$ cat config.mk
export PLATFORM = sky130hd
export DESIGN_NAME = spi_cmd_parser
export DESIGN_NICKNAME = d
export VERILOG_FILES = /design/src/rtl/spi_cmd_pkg.sv /design/src/rtl/spi_cmd_decode.sv /design/src/rtl/spi_cmd_cfg.sv /design/src/rtl/spi_cmd_len.sv /design/src/rtl/spi_cmd_parser.sv
export SDC_FILE = /design/constraint.sdc
export NUM_CORES = 1
export LEC_CHECK = 0
export BUFFER_PORTS_ARGS = -buffer_cell sky130_fd_sc_hd__buf_2
export CAP_MARGIN = 20
export CORE_ASPECT_RATIO = 0.5
export CORE_MARGIN = 5
export CORE_UTILIZATION = 50
export DETAILED_ROUTE_END_ITERATION = 8
export GPL_TIMING_DRIVEN = 0
export PLACE_DENSITY = 0.74
export SYNTH_ARGS = -nofsm -noshare
export SYNTH_HDL_FRONTEND = slang
export SYNTH_SLANG_ARGS = --single-unit
$ cat constraint.sdc
create_clock -name clk -period 2.5 [get_ports clk]
set_clock_uncertainty 0.2 [all_clocks]
set_input_delay 0.5 -clock clk [delete_from_list [all_inputs] [get_ports clk]]
set_output_delay 0.5 -clock clk [all_outputs]
set_load 0.005 [all_outputs]
$ cat src/rtl/spi_cmd_pkg.sv
package spi_cmd_pkg;

   typedef enum logic [1:0] {
      OP_CS = 2'd0,
      OP_RD = 2'd1,
      OP_WR = 2'd2,
      OP_RW = 2'd3
   } op_e;

   typedef enum logic [2:0] {
      ST_CMD,
      ST_CLKH,
      ST_CLKL,
      ST_XFER,
      ST_WAIT
   } st_e;

   typedef struct packed {
      op_e        op;
      logic [1:0] chip;
      logic       do_assert;
      logic       has_cfg;
      logic       rise;
      logic [5:0] expo;
   } cmd_t;

endpackage

$ cat src/rtl/spi_cmd_decode.sv
module spi_cmd_decode
   import spi_cmd_pkg::*;
#(
   parameter int MAX_EXP = 12
) (
   input  logic [7:0] byte_i,
   output cmd_t       cmd_o,
   output logic       len_ok_o
);
   localparam logic [5:0] MAX_E6 = 6'(MAX_EXP);

   always_comb begin
      cmd_o.op        = op_e'(byte_i[7:6]);
      cmd_o.chip      = byte_i[1:0];
      cmd_o.do_assert = byte_i[5];
      cmd_o.has_cfg   = byte_i[3];
      cmd_o.rise      = byte_i[2];
      cmd_o.expo      = byte_i[5:0];
   end

   generate
      if (MAX_EXP >= 63) begin : g_full
         assign len_ok_o = 1'b1;
      end else begin : g_limited
         assign len_ok_o = (byte_i[5:0] <= MAX_E6);
      end
   endgenerate
endmodule

$ cat src/rtl/spi_cmd_cfg.sv
module spi_cmd_cfg #(
   parameter int          CLK_W      = 16,
   parameter logic [15:0] RESET_CLK  = 16'd1,
   parameter logic        RESET_EDGE = 1'b1
) (
   input  logic             clk,
   input  logic             rst_n,
   input  logic             set_i,
   input  logic             clr_i,
   input  logic             upd_i,
   input  logic [1:0]       chip_i,
   input  logic             rise_i,
   input  logic [CLK_W-1:0] div_i,
   output logic             active_o,
   output logic [1:0]       sel_o,
   output logic             rise_o,
   output logic [CLK_W-1:0] div_o
);
   always_ff @(posedge clk or negedge rst_n) begin
      if (!rst_n) begin
         active_o <= 1'b0;
         sel_o    <= 2'd0;
         rise_o   <= RESET_EDGE;
         div_o    <= CLK_W'(RESET_CLK);
      end else begin
         if (set_i) begin
            active_o <= 1'b1;
            sel_o    <= chip_i;
         end else if (clr_i) begin
            active_o <= 1'b0;
         end
         if (upd_i) begin
            rise_o <= rise_i;
            div_o  <= div_i;
         end
      end
   end
endmodule

$ cat src/rtl/spi_cmd_len.sv
module spi_cmd_len #(
   parameter int MAX_EXP = 12
) (
   input  logic       clk,
   input  logic       rst_n,
   input  logic       load_i,
   input  logic [5:0] expo_i,
   input  logic       dec_i,
   output logic       last_o
);
   localparam int CNT_W = MAX_EXP + 1;

   logic [CNT_W-1:0] cnt_q;

   always_ff @(posedge clk or negedge rst_n) begin
      if (!rst_n) begin
         cnt_q <= '0;
      end else if (load_i) begin
         cnt_q <= CNT_W'(1) << expo_i;
      end else if (dec_i) begin
         cnt_q <= cnt_q - CNT_W'(1);
      end
   end

   assign last_o = (cnt_q == CNT_W'(1));
endmodule

$ cat src/rtl/spi_cmd_parser.sv
module spi_cmd_parser
   import spi_cmd_pkg::*;
#(
   parameter int          MAX_EXP    = 12,
   parameter logic [7:0]  FILL_BYTE  = 8'h00,
   parameter logic [15:0] RESET_CLK  = 16'd1,
   parameter logic        RESET_EDGE = 1'b1
) (
   input  logic        clk,
   input  logic        rst_n,
   input  logic        cmd_valid,
   input  logic [7:0]  cmd_data,
   output logic        cmd_ready,
   output logic        rd_valid,
   output logic [7:0]  rd_data,
   input  logic        rd_ready,
   output logic        eng_valid,
   output logic [7:0]  eng_tx,
   input  logic        eng_ready,
   input  logic        eng_done,
   input  logic [7:0]  eng_rx,
   output logic        cs_active,
   output logic [1:0]  cs_sel,
   output logic        spi_edge,
   output logic [15:0] spi_clk_div,
   output logic        len_err
);
   localparam int CLK_W = 16;

   generate
      if (MAX_EXP < 0 || MAX_EXP > 63) begin : g_bad_exp
         $error("spi_cmd_parser: MAX_EXP must lie in 0..63");
      end
   endgenerate

   st_e        st_q;
   op_e        kind_q;
   logic [7:0] clk_hi_q;
   logic [1:0] pend_chip_q;
   logic       pend_rise_q;
   logic       rd_valid_q;
   logic [7:0] rd_data_q;
   logic       len_err_q;

   cmd_t       dcmd;
   logic       len_ok;
   logic       take;
   logic       cap_w;
   logic       src_in;
   logic       slot_free;
   logic       issue;
   logic       len_last;
   logic       cfg_set;
   logic       cfg_clr;
   logic       cfg_upd;
   logic [1:0] cfg_chip;

   spi_cmd_decode #(.MAX_EXP(MAX_EXP)) u_dec (
      .byte_i   (cmd_data),
      .cmd_o    (dcmd),
      .len_ok_o (len_ok)
   );

   assign cap_w     = (kind_q != OP_WR);
   assign src_in    = (kind_q != OP_RD);
   assign slot_free = !rd_valid_q || !cap_w;

   always_comb begin
      eng_valid = 1'b0;
      cmd_ready = 1'b0;
      unique case (st_q)
         ST_CMD, ST_CLKH, ST_CLKL: cmd_ready = 1'b1;
         ST_XFER: begin
            eng_valid = slot_free && (src_in ? cmd_valid : 1'b1);
            cmd_ready = src_in && slot_free && eng_ready;
         end
         default: ;
      endcase
   end

   assign eng_tx = src_in ? cmd_data : FILL_BYTE;
   assign take   = cmd_valid && cmd_ready;
   assign issue  = eng_valid && eng_ready;

   assign cfg_set  = ((st_q == ST_CMD) && take && (dcmd.op == OP_CS) &&
                      dcmd.do_assert && !dcmd.has_cfg) ||
                     ((st_q == ST_CLKL) && take);
   assign cfg_clr  = (st_q == ST_CMD) && take && (dcmd.op == OP_CS) && !dcmd.do_assert;
   assign cfg_upd  = (st_q == ST_CLKL) && take;
   assign cfg_chip = (st_q == ST_CLKL) ? pend_chip_q : dcmd.chip;

   spi_cmd_cfg #(
      .CLK_W      (CLK_W),
      .RESET_CLK  (RESET_CLK),
      .RESET_EDGE (RESET_EDGE)
   ) u_cfg (
      .clk      (clk),
      .rst_n    (rst_n),
      .set_i    (cfg_set),
      .clr_i    (cfg_clr),
      .upd_i    (cfg_upd),
      .chip_i   (cfg_chip),
      .rise_i   (pend_rise_q),
      .div_i    ({clk_hi_q, cmd_data}),
      .active_o (cs_active),
      .sel_o    (cs_sel),
      .rise_o   (spi_edge),
      .div_o    (spi_clk_div)
   );

   logic len_load;
   logic len_dec;
   assign len_load = (st_q == ST_CMD) && take && (dcmd.op != OP_CS) && len_ok;
   assign len_dec  = (st_q == ST_WAIT) && eng_done;

   spi_cmd_len #(.MAX_EXP(MAX_EXP)) u_len (
      .clk    (clk),
      .rst_n  (rst_n),
      .load_i (len_load),
      .expo_i (dcmd.expo),
      .dec_i  (len_dec),
      .last_o (len_last)
   );

   always_ff @(posedge clk or negedge rst_n) begin
      if (!rst_n) begin
         st_q        <= ST_CMD;
         kind_q      <= OP_CS;
         clk_hi_q    <= 8'd0;
         pend_chip_q <= 2'd0;
         pend_rise_q <= 1'b0;
         len_err_q   <= 1'b0;
      end else begin
         len_err_q <= 1'b0;
         unique case (st_q)
            ST_CMD: if (take) begin
               if (dcmd.op == OP_CS) begin
                  if (dcmd.do_assert && dcmd.has_cfg) begin
                     pend_chip_q <= dcmd.chip;
                     pend_rise_q <= dcmd.rise;
                     st_q        <= ST_CLKH;
                  end
               end else if (len_ok) begin
                  kind_q <= dcmd.op;
                  st_q   <= ST_XFER;
               end else begin
                  len_err_q <= 1'b1;
               end
            end
            ST_CLKH: if (take) begin
               clk_hi_q <= cmd_data;
               st_q     <= ST_CLKL;
            end
            ST_CLKL: if (take) st_q <= ST_CMD;
            ST_XFER: if (issue) st_q <= ST_WAIT;
            ST_WAIT: if (eng_done) st_q <= len_last ? ST_CMD : ST_XFER;
            default: st_q <= ST_CMD;
         endcase
      end
   end

   always_ff @(posedge clk or negedge rst_n) begin
      if (!rst_n) begin
         rd_valid_q <= 1'b0;
         rd_data_q  <= 8'd0;
      end else if (len_dec && cap_w) begin
         rd_valid_q <= 1'b1;
         rd_data_q  <= eng_rx;
      end else if (rd_valid_q && rd_ready) begin
         rd_valid_q <= 1'b0;
      end
   end

   assign rd_valid = rd_valid_q;
   assign rd_data  = rd_data_q;
   assign len_err  = len_err_q;
endmodule

==> results.ini <==
[status]
outcome = finished, violations left
violations = hold timing

[grt]
antenna_found_initial = 0
grt_max_degree = 33
grt_util_all_layers_pct = 19.8
grt_overflow_total = 0
grt_pass1_wl_um = 12000
grt_pass1_vias = 2400

[clock_network]
hold_buffers = 0
clockRootBuffer = clkbuf_16
cts_num_sinks = 59
cts_tree = built
post_cts_resized = 0
numCtsBuffers = 9
postCtsSetupBuffers = 0
clkSlewWorstSetupHoldPaths_ns = 0.05
clockBufferDepth = 2
clk_latency_ns = 0.33
htreeDepth = 3

[setup_path]
worst_path_largest_cell_delay_ns = 0.36
r2r_start = st_q[1]
cp_top_family = flip-flops
critical_path_class = reg2out
cp_max_fo = 8
worstSetupEndpointType = output port
crit_arrival_ns = 1.57
required_ns = 1.80
cpMaxStageDelayCell = dfrtp_1
crit_buf_inv = 2
crit_path_start = kind_q[1]
cp_cell_sequence = nand2b_1, inv_1, o21ai_0, nand2_1, a31oi_1, buf_2
cp-start-kind = flip-flop

[die]
ios = 62
rows = 19
die_w_um = 118
core_sq_mm = 0.00559
die_h_um = 64.3
initial_core_util_pct = 52.7
dieArea_sq_mm = 0.00761

[timing]
finalCritPeriodShare_pct = 91.0
drv_slew = 0
hold_slack_ns = -0.00254
hold_viol = 2
setup-tns-final_ns = 0
setup_slack_ns = 0.225
timing.fmax_ghz = 0.440
tightestPinTransition_ns = 0.672
setup_viol = 0
slew_headroom_pct = 55.0
rsz0062_at_grt = no
period_minus_slack_ns = 2.27

[final_layout]
synthToLayoutAreaGrowth_pct = 24.6
final_nets = 355
antennaDiodeCount = 0
nFillCells = 445
regArea_sq_mm = 0.00148
drive_above_1_share_pct = 41.5
layout.cells.non_filler = 408
multi_input_area_sq_mm = 0.00136

[route]
routedWlPerCell_um = 16.9
num_vias = 2283
drc_errors = 0
wirelength_um = 6890
dr.pass1.iters = 4
avgViaCountPerCell = 5.60
first_iter_violations = 128
ant_nets = 0

[synth]
synth_top_cell_by_area = dfrtp_1
async_reset_ff_share_pct = 100
synth_ff_type = dfrtp_1
synth.ff_latch_count = 59
netlist.area_leader.share_pct = 48.5
yosysSeqAreaShare_pct = 50.3
yosys.cell_count.top_type = dfrtp_1
synth_edf_count = 0
syn_avg_cell_area_sq_um = 11.2
yosysWarnings = 0
synth_cell_types = 57
synth.area.top_cells = dfrtp_1, mux2_2, nand2_1
syn_area_sq_mm = 0.00294
synth_cells = 262
netlist_top_cells_count = dfrtp_1, mux2_2, nand2_1, nor2_1, o21ai_0
synth_fp_nets = 286

[place]
pre_cts_slack_ns = 0.297
gp_congestion = 0.912
dp.cells = 393
dpl.hpwl_um = 5110
numPortBuffers = 57

[power]
power_w = 0.00450
peakVddDrop_v = 0.000802
p_per_area_mw_per_mm2 = 1230
p_leak_nw = 1.69

[worst_hold_path]
hold_path.class = in2async

[flow_run]
maxCapViolCount = 0

-- through the flow --
step	instance area, sq um	hold WS [ns]	utilization [%]
floorplan	2940	0.00441	-
global placement	3320	0.266	59.4
detailed placement	3340	0.290	59.8
CTS	3670	0.0236	65.6
global route	3670	0.0478	65.6
finish	3670	-0.00254	65.6
-- final cells by class --
class                           count  area share [%]
Buffer                             11            2.05
Clock inverter                      4            2.01
Sequential cell                    59            40.3
Timing Repair Buffer               58            8.33
Clock buffer                       11            6.89
Tap cell                           73            2.49
Inverter                            7           0.717
Multi-Input combinational cell    185            37.2
-- worst paths after layout --
path                       depth (start not counted)  slack, ns         endpoint
max                                                6       0.23        cmd_ready
min                                                1     -0.003       rd_data[6]
max reg2reg                                        4       0.44  u_len.cnt_q[10]
min reg2reg                                        1       0.30  u_cfg.div_o[14]
max in group asynchronous                          2       1.44   u_cfg.div_o[0]
min in group clk                                   2       0.15         rd_valid
-- logic make-up after synthesis --
family	synth area share (%)
AOI/OAI and AO/OA	11.7
xor gates and xnor gates	0.595
adders and majority gates	0.850
buffers and inverters	3.44
DFF	50.3
muxes	14.9
and+or+nand+nor	18.3
-- registers in the layout, indices dropped and copies added, names as in the netlist --
signal          flops
u_len.cnt_q        13
clk_hi_q            8
u_cfg.active_o      1
st_q                3
rd_data             8
rd_valid            1
u_cfg.rise_o        1
kind_q              2
pend_chip_q         2
len_err             1
u_cfg.div_o        16
pend_rise_q         1
u_cfg.sel_o         2
-- where the power goes --
part,leakage (nW),total [W],internal [W],switching (W)
Combinational,0.795,0.00148,0.000773,0.000709
Clock,0.162,0.00134,0.000920,0.000419
Sequential,0.736,0.00168,0.00139,0.000291
-- layer usage --
layer | part of all wire [%] | vias up | global-route usage [%]
met1 | 44 | 1110 | 25.1
li1 | - | 1088 | -
met5 | 0 | - | 0
met2 | 49 | 75 | 32.7
met4 | 1.0 | 0 | 7.21
met3 | 6.6 | 10 | 5.81
-- layout by cell type, fill, tap and decap left out, types with 3 or more instances in the layout --
cell type / n
or2_2: 3
a21oi_1: 8
mux2_2: 39
o21ai_0: 13
or2_1: 3
o221ai_1: 3
nor2b_1: 3
nand2b_1: 3
and2_1: 9
o211ai_1: 4
buf_6: 3
nand3_1: 7
clkbuf_16: 9
buf_2: 62
nand2_1: 22
nor2_1: 22
dfrtp_1: 57
inv_1: 7
Power figures use the tool's default switching activity.
